### config.mk
export PLATFORM = sky130hd
export DESIGN_NAME = flagged_sample_reg
export DESIGN_NICKNAME = d
export VERILOG_FILES = /design/src/rtl/fsr_pkg.sv /design/src/rtl/fsr_field_fmt.sv /design/src/rtl/fsr_nd_ctl.sv /design/src/rtl/flagged_sample_reg.sv
export SDC_FILE = /design/constraint.sdc
export NUM_CORES = 1
export LEC_CHECK = 0
export ABC_AREA = 1
export BUFFER_PORTS_ARGS = -buffer_cell sky130_fd_sc_hd__buf_2
export CAP_MARGIN = 20
export CORE_UTILIZATION = 25
export CTS_CLUSTER_DIAMETER = 100
export CTS_CLUSTER_SIZE = 8
export DETAILED_ROUTE_END_ITERATION = 8
export GPL_TIMING_DRIVEN = 0
export SYNTH_ARGS = -nofsm -noshare
export SYNTH_HDL_FRONTEND = slang
export SYNTH_SLANG_ARGS = --single-unit
### constraint.sdc
create_clock -name clk_i -period 0.8 [get_ports clk_i]
set_input_delay 0.04 -clock clk_i [delete_from_list [all_inputs] [get_ports clk_i]]
set_output_delay 0.04 -clock clk_i [all_outputs]
set_load 0.01 [all_outputs]
### src/rtl/fsr_pkg.sv
package fsr_pkg;
    localparam int WORD_W  = 16;
    localparam int FIELD_W = 14;

    typedef struct packed {
        logic               err;
        logic [FIELD_W-1:0] data;
    } fsr_body_t;
endpackage

### src/rtl/fsr_field_fmt.sv
module fsr_field_fmt
    import fsr_pkg::*;
#(
    parameter int CHAN_BITS = 14
) (
    input  logic [FIELD_W-1:0] raw_i,
    output logic [FIELD_W-1:0] field_o
);
    localparam int USE_W = (CHAN_BITS >= FIELD_W) ? FIELD_W : CHAN_BITS;

    generate
        if (USE_W == FIELD_W) begin : g_full
            assign field_o = raw_i;
        end else begin : g_narrow
            assign field_o = {{(FIELD_W-USE_W){1'b0}}, raw_i[USE_W-1:0]};
        end
    endgenerate
endmodule

### src/rtl/fsr_nd_ctl.sv
module fsr_nd_ctl (
    input  logic clk_i,
    input  logic rst_ni,
    input  logic upd_i,
    input  logic rd_i,
    output logic nd_o
);
    logic nd_d, nd_q;

    always_comb begin
        nd_d = nd_q;
        if (upd_i)     nd_d = 1'b1;
        else if (rd_i) nd_d = 1'b0;
    end

    always_ff @(posedge clk_i) begin
        if (!rst_ni) nd_q <= 1'b0;
        else         nd_q <= nd_d;
    end

    assign nd_o = nd_q;


    nd_set_chk: assert property (@(posedge clk_i) disable iff (!rst_ni)
        upd_i |=> nd_o);

    nd_clr_chk: assert property (@(posedge clk_i) disable iff (!rst_ni)
        (rd_i && !upd_i) |=> !nd_o);

    nd_hold_chk: assert property (@(posedge clk_i) disable iff (!rst_ni)
        (!rd_i && !upd_i) |=> $stable(nd_o));
endmodule

### src/rtl/flagged_sample_reg.sv
module flagged_sample_reg
    import fsr_pkg::*;
#(
    parameter int CHAN_BITS = 14
) (
    input  logic                 clk_i,
    input  logic                 rst_ni,
    input  logic [FIELD_W-1:0]   smp_i,
    input  logic                 smp_vld_i,
    input  logic                 alarm_i,
    input  logic                 rd_i,
    output logic [WORD_W-1:0]    word_o
);
    localparam int USE_W = (CHAN_BITS >= FIELD_W) ? FIELD_W : CHAN_BITS;
    localparam logic [FIELD_W-1:0] KEEP_MASK = FIELD_W'((1 << USE_W) - 1);

    logic [FIELD_W-1:0] field_w;
    logic               nd_w;
    fsr_body_t          body_d, body_q;

    fsr_field_fmt #(.CHAN_BITS(CHAN_BITS)) fmt_i (
        .raw_i   (smp_i),
        .field_o (field_w)
    );

    fsr_nd_ctl nd_i (
        .clk_i  (clk_i),
        .rst_ni (rst_ni),
        .upd_i  (smp_vld_i),
        .rd_i   (rd_i),
        .nd_o   (nd_w)
    );

    always_comb begin
        body_d = body_q;
        if (smp_vld_i) begin
            body_d.data = field_w;
            body_d.err  = alarm_i;
        end
    end

    always_ff @(posedge clk_i) begin
        if (!rst_ni) body_q <= '0;
        else         body_q <= body_d;
    end

    assign word_o = {nd_w, body_q.err, body_q.data};


    load_data_chk: assert property (@(posedge clk_i) disable iff (!rst_ni)
        smp_vld_i |=> word_o[FIELD_W-1:0] == ($past(smp_i) & KEEP_MASK));

    load_err_chk: assert property (@(posedge clk_i) disable iff (!rst_ni)
        smp_vld_i |=> word_o[14] == $past(alarm_i));

    hold_body_chk: assert property (@(posedge clk_i) disable iff (!rst_ni)
        !smp_vld_i |=> $stable(word_o[14:0]));

    spare_zero_chk: assert property (@(posedge clk_i) disable iff (!rst_ni)
        (word_o[FIELD_W-1:0] & ~KEEP_MASK) == '0);
endmodule

# Word-level counts from Yosys, hierarchy flattened
# Cells that the tools add are included.
# classes
shift,0
add_sub_neg,0
magnitude_cmp,0
reduce_logical,1
n_eq_ne,0
mux,2
bitwise_logic,0
div_mod_pow,0
mul,0
# op_table
cell,n
$mux W1,2
$reduce_bool A2 Y1,1
# word_totals
word_cells,6
input_bits,19
register_bits,16
ramBits,0
romBits,0
memories,0
latchBits,0

# Longest topological paths before layout
# Gate-level depths: netlist (run 1).
# depth
depth_word,2
ltp_mapped,4

# Cells and area by module
# A second synthesis (run 1) with hierarchy kept.
# unflattened
hier_cells,115
hier_area_um2,789.5
# modules_own_cells
mod,area_each_um2,n_inst,cells_per_inst
flagged_sample_reg,640.6,1,95
fsr_field_fmt,105.1,1,14
fsr_nd_ctl,43.8,1,6

# Worst setup path after synthesis (run 1)
# Ideal clock, no wire load.
# synth_timing
kind,register to register
from,"register, netlist name word_o[0]"
to,register body_q (netlist bit word_o[0])
required_time_ns,0.684
n_path_buf,0
stages_incl_launch_ff,3
period_less_slack_ns,0.611
arrival_ns,0.495
slack_ns,0.189
cell_sequence,dfxtp_1 o21ai_0 nor2_1
# synth_lines
item,line_no,text
to (signal assigned),flagged_sample_reg.sv:44,else body_q <= body_d;
to (decl),flagged_sample_reg.sv:19,"fsr_body_t body_d, body_q;"

# Worst setup path after layout (run 1)
# layout_timing
from,register body_q (netlist bit word_o[14])
to,output word_o[14]
# layout_lines
item,line_no,text
to (decl),flagged_sample_reg.sv:12,output logic [WORD_W-1:0] word_o
# No word-level cell between the ends.

==> impl_metrics.tcl, run 1 <==
set metrics [dict create \
    yosysWarningCount 0 \
    vias 637 \
    share_of_cells_above_drive_strength_1_pct 56.5 \
    postSynthCellCount 70 \
    groute.usage.overall_pct 12.2 \
    period_minus_slack_ns 0.775 \
    boundaryPins 35 \
    synth_ff_type "sky130_fd_sc_hd__dfxtp_1" \
    grt_setup_unrepaired "yes" \
    number_of_buffers_created_by_cts 3 \
    drt_pass1_iterations 3 \
    cp.arrival_ns 0.74 \
    cp_data_required_time_ns 0.76 \
    leakagePower_nw 0.512 \
    worstSetupStartpointType "register" \
    clkLatencyLatePin_ns 0.28 \
    r2r_setup_slk_ns 0.08 \
    reg2reg_to "word_o[8]" \
    core_area_sq_um 2210 \
    worst_setup_path_startpoint "word_o[14]" \
    fmax_ghz 1.29 \
    synth-edff-count 0 \
    die_width_microns 50.4 \
    number_of_cells_on_the_worst_reg_to_reg_path 3 \
    cts.reportedPaths.clkPinSlew_ns 0.09 \
    synthToLayoutAreaGrowth_pct 85.5 \
    finalSetupViolations 0 \
    cts.root.buffer_cell "sky130_fd_sc_hd__clkbuf_4" \
    power_density_nw_per_um2 1640 \
    antenna_found_initial 0 \
    top_usage_layer "met2" \
    max-vdd-ir-drop_mv 0.693 \
    die_area_sq_um 2540 \
    antennaDiodeCount 0 \
    worst_r2r_startpoint "word_o[8]" \
    cts.sink_count 16 \
    drv_cap 0 \
    worst_hold_class "input port to register" \
    post_synth_and_or_nand_nor_area_fraction_pct 23.7 \
    result_of_the_run "complete, no violations" \
    post-synth-top-count-cell "sky130_fd_sc_hd__nor2_1" \
    ys_types 12 \
    drtIter0Drc 1 \
    synth_adder_area_share_pct 0 \
    yosys.area_share.xor_xnor_pct 0 \
    post-route-drc-count 0 \
    synth_compound_area_share_pct 14.3 \
    gr-usage-met1_pct 15.2 \
    floorplan.initialDensity_pct 26.5 \
    cpMaxStageDelayCell "sky130_fd_sc_hd__dfxtp_2" \
    gr-usage-met3_pct 2.73 \
    timing.critical_path.cells "buf_6" \
    hpwl_mm 1.00 \
    last_element_of_the_critical_path "word_o[14]" \
    period_share_pct 96.9 \
    synth_top_family_by_area "simple AND/OR/NAND/NOR gates" \
    timing.clock.skew_ns 0 \
    mappedNetlistArea_sq_um 586 \
    routedWlPerCell_microns 10.6 \
    ctsLongestPathBuffers 2 \
    utilization_pct 49.1 \
    overflow 0 \
    worstPathMaxFanout 2 \
    design_area_sq_um 1090 \
    timing.max_slew.rel_slack_pct 86.9 \
    synth_nets 89 \
    synth.mux.area_fraction_pct 0 \
    antenna_violating_nets_post_route 0 \
    max_stage_delay_ns 0.34 \
    final_cells 152 \
    place.detailed.instances 132 \
    grt_first_pass_wirelength_mm 2.34 \
    grt_max_degree 11 \
    async_s_r_ff_share_synth_pct 0 \
    post_synth.cell_area_avg_sq_um 8.37 \
    timing.critical_path.buf_inv 1 \
    largest_cells_by_area_after_synthesis "sky130_fd_sc_hd__dfxtp_1 55%, sky130_fd_sc_hd__nor2_1 13%, sky130_fd_sc_hd__nor2_2 9.6%, sky130_fd_sc_hd__o21ai_0 6.8%, sky130_fd_sc_hd__o21ai_1 6.0%" \
    timing_worst_setup_path_type "register to output pin" \
    synth_top_cells_by_count "21 x sky130_fd_sc_hd__nor2_1, 16 x sky130_fd_sc_hd__dfxtp_1, 9 x sky130_fd_sc_hd__nor2_2" \
    n_fill_cell 231 \
    tightestPinTransition_ns 0.194 \
    hold_viol_final 0 \
    grt_util_met2_pct 20.4 \
    portBuffers 34 \
    placed_cell_area_sq_um 791 \
    synth.largest_area_cell "sky130_fd_sc_hd__dfxtp_1" \
    via_per_inst 4.19 \
    worstSetupEndpointType "output pin" \
    critical_path_depth 1 \
    tritoncts "done" \
    die_y_microns 50.4 \
    sequential_cell_area_fraction_in_the_yosys_report_pct 54.7 \
    first_global_vias 573 \
    detail_route.wirelength_mm 1.61 \
    synth_top_area_share_pct 54.7 \
    std_cell_rows 17 \
    timing_max_transition_violations_final 0 \
    critPathTopFamily "flip-flops" \
    htreeDepth 1 \
    gp_congestion 0.623 \
    finalNetCount 144 \
    synth.ff_latch_count 16 \
]
[worst min-delay path by stage]
stage                             to  slack (ns)      start  cells after the start
final                      word_o[3]        0.01   smp_i[3]                      3
after global routing       word_o[0]        0.02     rst_ni                      3
after floorplan            word_o[2]        0.17   smp_i[2]                      2
after CTS                  word_o[3]       0.002   smp_i[3]                      3
after global placement     word_o[0]        0.26   smp_i[0]                      3
after detailed placement  word_o[10]        0.28  smp_i[10]                      3
[layer usage]
metal	vias up	part of all wire (%)	routed length, microns
met5	-	0	0
met4	0	0	0
met3	0	5.7	91
met2	27	51	824
met1	282	43	690
li1	328	-	-
[where the power goes]
| part | internal, mW | switching, mW |
|---|---|---|
| Clock | 0.277 | 0.241 |
| Sequential | 0.863 | 0.0353 |
| Combinational | 0.219 | 0.150 |
[final cells by class]
cell class / instances / area [sq um] / area share [%]
Tap cell: 28 / 35.0 / 3.23
Timing Repair Buffer: 51 / 417 / 38.4
Multi-Input combinational cell: 47 / 223 / 20.5
Clock buffer: 4 / 36.3 / 3.34
Inverter: 3 / 11.3 / 1.04
Sequential cell: 16 / 340 / 31.3
Buffer: 3 / 23.8 / 2.19
[worst min-delay path, stage by stage]
cell,delay (ns)
sky130_fd_sc_hd__buf_2,0.09
sky130_fd_sc_hd__nor2_2,0.04
sky130_fd_sc_hd__nor2_1,0.09
[cell usage in the layout, fill, tap and decap left out]
cell,n
sky130_fd_sc_hd__o21ai_0,8
sky130_fd_sc_hd__clkbuf_4,3
sky130_fd_sc_hd__buf_2,22
sky130_fd_sc_hd__nor2_2,9
sky130_fd_sc_hd__inv_1,2
sky130_fd_sc_hd__a21oi_2,1
sky130_fd_sc_hd__inv_2,1
sky130_fd_sc_hd__o21ai_1,7
sky130_fd_sc_hd__dfxtp_2,16
sky130_fd_sc_hd__clkbuf_8,1
sky130_fd_sc_hd__buf_6,14
sky130_fd_sc_hd__nor2_1,21
sky130_fd_sc_hd__buf_4,3
sky130_fd_sc_hd__dlygate4sd3_1,15
sky130_fd_sc_hd__nand2_1,1
[sequential cells by signal, indices dropped and copies added, names as in the netlist]
signal     count
nd_i.nd_o      1
word_o        15
[logic make-up after synthesis]
logic type,count (synthesis)
flops,16
buf+inv,7
compound gates,16
simple gates,31
[repair_timing]
item                       CTS  global route
hold buffers                15             0
gates resized for setup      9            20
setup endpoints to repair    8            16
pin swaps                    0             0
setup buffers                0             2
hold endpoints to repair    15             0
[per-stage QoR]
step	power, mW	setup TNS (ns)	hold WS [ns]	setup slack (ns)
global route	1.90	-0.101	0.0238	-0.0229
global placement	1.14	0	0.261	0.115
floorplan	1.02	0	0.168	0.189
finish	1.78	0	0.0132	0.0247
CTS	1.75	0	0.00180	0.000975
detailed placement	1.15	0	0.275	0.0869
(Power assumes the default switching activity.)
==> inputs of run 2 (changes only) <==
ABC_AREA = unset   (was 1)
CORE_MARGIN = 3   (was unset)
==> run 2 against run 1 <==
Compared with the run above:
- register-to-register slack improved by 0.02 ns
- final area decreased by 11%
- largest cell class is now registers
- die area increased by 23%
- largest power group unchanged
- utilization decreased by 6.7 points
==> impl_metrics.tcl, run 2 <==
set metrics [dict create \
    number_of_cells_on_the_worst_reg_to_reg_path 2 \
    gp_congestion 0.607 \
    r2r_setup_slk_ns 0.10 \
    worstSetupEndpointType "output pin" \
    synth-edff-count 0 \
    cpMaxStageDelayCell "sky130_fd_sc_hd__dfxtp_2" \
    worstPathMaxFanout 2 \
    max_stage_delay_ns 0.33 \
    fmax_ghz 1.30 \
    finalNetCount 109 \
    largest_cells_by_area_after_synthesis "sky130_fd_sc_hd__dfxtp_1 52%, sky130_fd_sc_hd__mux2i_1 24%, sky130_fd_sc_hd__nor2b_1 16%, sky130_fd_sc_hd__buf_12 3.2%, sky130_fd_sc_hd__buf_6 1.8%" \
    vias 487 \
    antenna_violating_nets_post_route 0 \
    synth_top_area_share_pct 51.6 \
    period_minus_slack_ns 0.769 \
    finalSetupViolations 0 \
    die_area_sq_um 3120 \
    placed_cell_area_sq_um 821 \
    sequential_cell_area_fraction_in_the_yosys_report_pct 51.6 \
    synth_top_family_by_area "multiplexers" \
    yosys.area_share.xor_xnor_pct 0 \
    synth_adder_area_share_pct 0 \
    post_synth.cell_area_avg_sq_um 11.9 \
    yosysWarningCount 0 \
    drv_cap 0 \
    post-route-drc-count 0 \
    overflow 0 \
    cts.sink_count 16 \
    die_y_microns 55.8 \
    share_of_cells_above_drive_strength_1_pct 61.4 \
    via_per_inst 4.20 \
    antennaDiodeCount 0 \
    worst_hold_class "input port to register" \
    mostFrequentLayoutCells "17 x sky130_fd_sc_hd__buf_6, 17 x sky130_fd_sc_hd__buf_2, 16 x sky130_fd_sc_hd__nor2b_1, 16 x sky130_fd_sc_hd__dfxtp_2, 15 x sky130_fd_sc_hd__mux2i_1" \
    timing_max_transition_violations_final 0 \
    cp.arrival_ns 0.73 \
    boundaryPins 35 \
    whs_endpoint "word_o[14]" \
    timing.hold.worst_path_depth 3 \
    n_fill_cell 219 \
    clkLatencyLatePin_ns 0.28 \
    design_area_sq_um 966 \
    core_area_sq_um 2280 \
    hpwl_microns 923 \
    groute.usage.overall_pct 8.97 \
    floorplan.initialDensity_pct 27.3 \
    timing.final.ws_setup_ns 0.0306 \
    synth_top_cells_by_count "16 x sky130_fd_sc_hd__dfxtp_1, 16 x sky130_fd_sc_hd__nor2b_1, 15 x sky130_fd_sc_hd__mux2i_1" \
    antenna_found_initial 0 \
    timing_worst_setup_path_type "register to output pin" \
    grt_max_degree 11 \
    worst_r2r_startpoint "nd_i.nd_o" \
    tightestPinTransition_ns 0.320 \
    routedWlPerCell_microns 11.2 \
    period_share_pct 96.2 \
    utilization_pct 42.4 \
    critPathTopFamily "flip-flops" \
    setup-tns-final_ns 0 \
    design_power_total_mw 1.59 \
    reg2reg_to "nd_i.nd_o" \
    worstSetupStartpointType "register" \
    hold_path.startpoint "alarm_i" \
    post_synth_and_or_nand_nor_area_fraction_pct 16.1 \
    drt_pass1_iterations 2 \
    timing.critical_path.cells "buf_6" \
    max-vdd-ir-drop_mv 1.27 \
    tritoncts "done" \
    synth_ff_type "sky130_fd_sc_hd__dfxtp_1" \
    async_s_r_ff_share_synth_pct 0 \
    timing.max_slew.rel_slack_pct 78.7 \
    synth.largest_area_cell "sky130_fd_sc_hd__dfxtp_1" \
    multi_input_comb_area_sq_um 258 \
    ys_types 8 \
    first_global_vias 474 \
    std_cell_rows 17 \
    largest_reg_flops 15 \
    number_of_buffers_created_by_cts 3 \
    drtIter0Drc 3 \
    hold_viol_final 0 \
    synth.ff_latch_count 16 \
    grt_first_pass_wirelength_mm 2.15 \
    portBuffers 33 \
    leakagePower_nw 0.456 \
    cts.reportedPaths.clkPinSlew_ns 0.09 \
    mappedNetlistArea_sq_um 621 \
    power_density_nw_per_um2 1640 \
    result_of_the_run "complete, no violations" \
    timing.clock.skew_ns 0 \
    postSynthCellCount 52 \
    dp_slack_ns 0.0455 \
    die_width_microns 55.8 \
    cts.root.buffer_cell "sky130_fd_sc_hd__clkbuf_4" \
    area.sequential_sq_um 340 \
    htreeDepth 1 \
    ctsLongestPathBuffers 2 \
    timing.critical_path.buf_inv 1 \
    cp_data_required_time_ns 0.76 \
    synth.mux.area_fraction_pct 24.2 \
    synthToLayoutAreaGrowth_pct 55.6 \
    grt_setup_unrepaired "yes" \
    detail_route.wirelength_mm 1.30 \
    synth_compound_area_share_pct 1.21 \
    post-cts-setup-buffer-count 0 \
    synth_nets 71 \
]
[run 2: final cells by class]
type                            instances  share of cell area [%]
Clock buffer                            3                    2.33
Multi-Input combinational cell         32                    26.7
Buffer                                  3                    3.63
Tap cell                               28                    3.63
Timing Repair Buffer                   34                    28.5
Sequential cell                        16                    35.2
[run 2: repair_timing]
item                                    in CTS  in global routing
hold buffers                                 0                  1
hold endpoints to repair                     0                  1
gates resized for setup                      7                 25
pin swaps                                    0                  0
endpoints found under the setup margin       6                 15
[run 2: how the worst max path moves through the flow]
stage,cells past startpoint,endpoint,startpoint,slack (ns)
2_1_floorplan,2,nd_i.nd_o,nd_i.nd_o,0.14
3_3_place_gp,3,word_o[3],rst_ni,0.07
3_5_place_dp,3,word_o[3],rst_ni,0.05
4_1_cts,1,word_o[6],word_o[6],0.0005
5_1_grt,1,word_o[2],word_o[2],-0.02
6_report,1,word_o[2],word_o[2],0.03
[run 2: where the power goes]
part           switching [mW]  leakage, nW  total [mW]  internal, mW
logic                   0.108        0.305       0.296         0.189
registers              0.0318        0.138       0.886         0.854
clock network           0.230       0.0138       0.405         0.175
total                   0.369        0.456        1.59          1.22
[run 2: per-layer routing]
layer	track usage [%]	up-vias	part of all wire, %
met2	13.3	18	50
met5	0	-	0
li1	-	244	-
met1	9.70	220	39
met3	5.57	5	8.4
met4	5.08	0	2.2
[run 2: through the flow]
stage	cells	hold WS, ns
6_report	116	0.0134
5_1_grt	116	0.00323
4_1_cts	115	0.00113
3_5_place_dp	113	0.308
3_3_place_gp	113	0.296
2_1_floorplan	52	0.168
[run 2: cells by family (layout without fill, tap and decap cells)]
kind of cell	Yosys count	count (layout)
muxes	15	15
AOI/OAI and AO/OA	1	1
buffers and inverters	4	40
and+or+nand+nor	16	16
DFF	16	16
==> inputs of run 3 (changes only) <==
ABC_CLOCK_PERIOD_IN_PS = 800   (was unset)
RECOVER_POWER = 25   (was unset)
==> run 3 against run 2 <==
Compared with the run above:
- sequential share of layout area decreased by 0.17 points
- highest routed layer unchanged
- critical path type unchanged
- maximum frequency down 0.56%
- combinational power about the same
- wire length is the same
- via count did not move
- critical endpoint is now word_o[5]
- largest power group unchanged
- largest cell class unchanged
- sequential power about the same
==> impl_metrics.tcl, run 3 (same netlist as run 2, synthesis figures left out) <==
set metrics [dict create \
    timing_max_transition_violations_final 0 \
    power_density_nw_per_um2 1650 \
    final_cells 116 \
    timing.critical_path.cells "buf_6" \
    ctsLongestPathBuffers 2 \
    share_of_cells_above_drive_strength_1_pct 59.1 \
    timing.max_slew.rel_slack_pct 78.7 \
    drt_pass1_iterations 2 \
    grt_setup_unrepaired "yes" \
    combinationalPowerShare_pct 18.7 \
    hpwl_microns 923 \
    cpMaxStageDelayCell "sky130_fd_sc_hd__dfxtp_1" \
    worstSetupEndpointType "output pin" \
    hold_viol_final 0 \
    power.share.sequential_pct 55.8 \
    cts.reportedPaths.clkPinSlew_ns 0.09 \
    mostFrequentLayoutCells "17 x sky130_fd_sc_hd__buf_6, 17 x sky130_fd_sc_hd__buf_2, 16 x sky130_fd_sc_hd__nor2b_1" \
    drtIter0Drc 3 \
    post-cts-setup-buffer-count 0 \
    cp.arrival_ns 0.73 \
    finalSetupViolations 0 \
    floorplan.initialDensity_pct 27.3 \
    fmax_ghz 1.29 \
    die_area_sq_um 3120 \
    max_stage_delay_ns 0.35 \
    max-vdd-ir-drop_mv 1.27 \
    cts.sink_count 16 \
    grt_max_degree 11 \
    detail_route.wirelength_mm 1.30 \
    htreeDepth 1 \
    n_fill_cell 221 \
    share_clk_of_total_power_pct 25.5 \
    place.detailed.instances 113 \
    gp_congestion 0.607 \
    worst_hold_class "input port to register" \
    die_width_microns 55.8 \
    antenna_violating_nets_post_route 0 \
    p_sw_mw 0.369 \
    grt_first_pass_wirelength_mm 2.15 \
    vias 487 \
    timing_worst_setup_path_type "register to output pin" \
    antenna_found_initial 0 \
    via_per_inst 4.20 \
    overflow 0 \
    period_share_pct 96.7 \
    antennaDiodeCount 0 \
    first_global_vias 474 \
    clkLatencyLatePin_ns 0.28 \
    utilization_pct 42.3 \
    number_of_buffers_created_by_cts 3 \
    std_cell_rows 17 \
    tightestPinTransition_ns 0.320 \
    die_y_microns 55.8 \
    worstPathMaxFanout 2 \
    portBuffers 33 \
    p_int_mw 1.22 \
    post-route-drc-count 0 \
    result_of_the_run "complete, no violations" \
    leakagePower_nw 0.455 \
    cp_data_required_time_ns 0.76 \
    synthToLayoutAreaGrowth_pct 55.2 \
    critPathTopFamily "flip-flops" \
    boundaryPins 35 \
    timing.critical_path.buf_inv 1 \
    dp_slack_ns 0.0455 \
    timing.clock.skew_ns 0 \
    worstSetupStartpointType "register" \
    routedWlPerCell_microns 11.2 \
    largest_reg_flops 15 \
    period_minus_slack_ns 0.774 \
    cts.root.buffer_cell "sky130_fd_sc_hd__clkbuf_4" \
    timing.final.ws_setup_ns 0.0262 \
    groute.usage.overall_pct 8.97 \
    tritoncts "done" \
    drv_cap 0 \
    core_area_sq_um 2280 \
    power.share.switching_pct 23.3 \
    finalNetCount 109 \
]
run 3: cell type report:
class                           count  area, sq um  area share (%)
Buffer                              3         35.0            3.64
Clock buffer                        3         22.5            2.34
Sequential cell                    16          338            35.1
Multi-Input combinational cell     32          258            26.8
Timing Repair Buffer               34          275            28.6
Tap cell                           28         35.0            3.64
run 3: worst paths after layout:
path | from | to | slack [ns] | depth (start not counted)
max | word_o[5] | word_o[5] | 0.03 | 1
min | alarm_i | word_o[14] | 0.01 | 3
max reg2reg | nd_i.nd_o | nd_i.nd_o | 0.10 | 2
min reg2reg | word_o[10] | word_o[10] | 0.52 | 2
run 3: power groups by stage:
stage,combinational [mW],sequential [mW],clock [mW]
after floorplan,0.119,0.906,0
after global placement,0.244,0.881,0
after detailed placement,0.248,0.883,0
after CTS,0.247,0.869,0.433
after global routing,0.323,0.893,0.472
final,0.296,0.884,0.405
run 3: timing repair:
action | 4_1_cts | 5_1_grt
hold buffers | 0 | 1
hold endpoints to repair | 0 | 1
setup endpoints to repair | 6 | 15
gates resized for setup | 7 | 25
run 3: per-stage QoR:
| step | hold WS [ns] | power [mW] | area, sq um | TNS, ns |
|---|---|---|---|---|
| after detailed placement | 0.308 | 1.13 | 821 | 0 |
| after floorplan | 0.168 | 1.03 | 621 | 0 |
| after CTS | 0.00113 | 1.55 | 850 | 0 |
| after global routing | 0.00323 | 1.69 | 963 | -0.161 |
| final | 0.0134 | 1.59 | 963 | 0 |
| after global placement | 0.296 | 1.13 | 821 | 0 |
run 3: worst min-delay path, stage by stage:
cell                      delay (ns)
sky130_fd_sc_hd__buf_2          0.07
sky130_fd_sc_hd__mux2i_1        0.06
sky130_fd_sc_hd__nor2b_1        0.09
run 3: layer usage:
layer | part of all wire, % | track usage [%]
met1 | 39 | 9.70
met2 | 50 | 13.3
met3 | 8.4 | 5.57
met4 | 2.2 | 5.08
met5 | 0 | 0
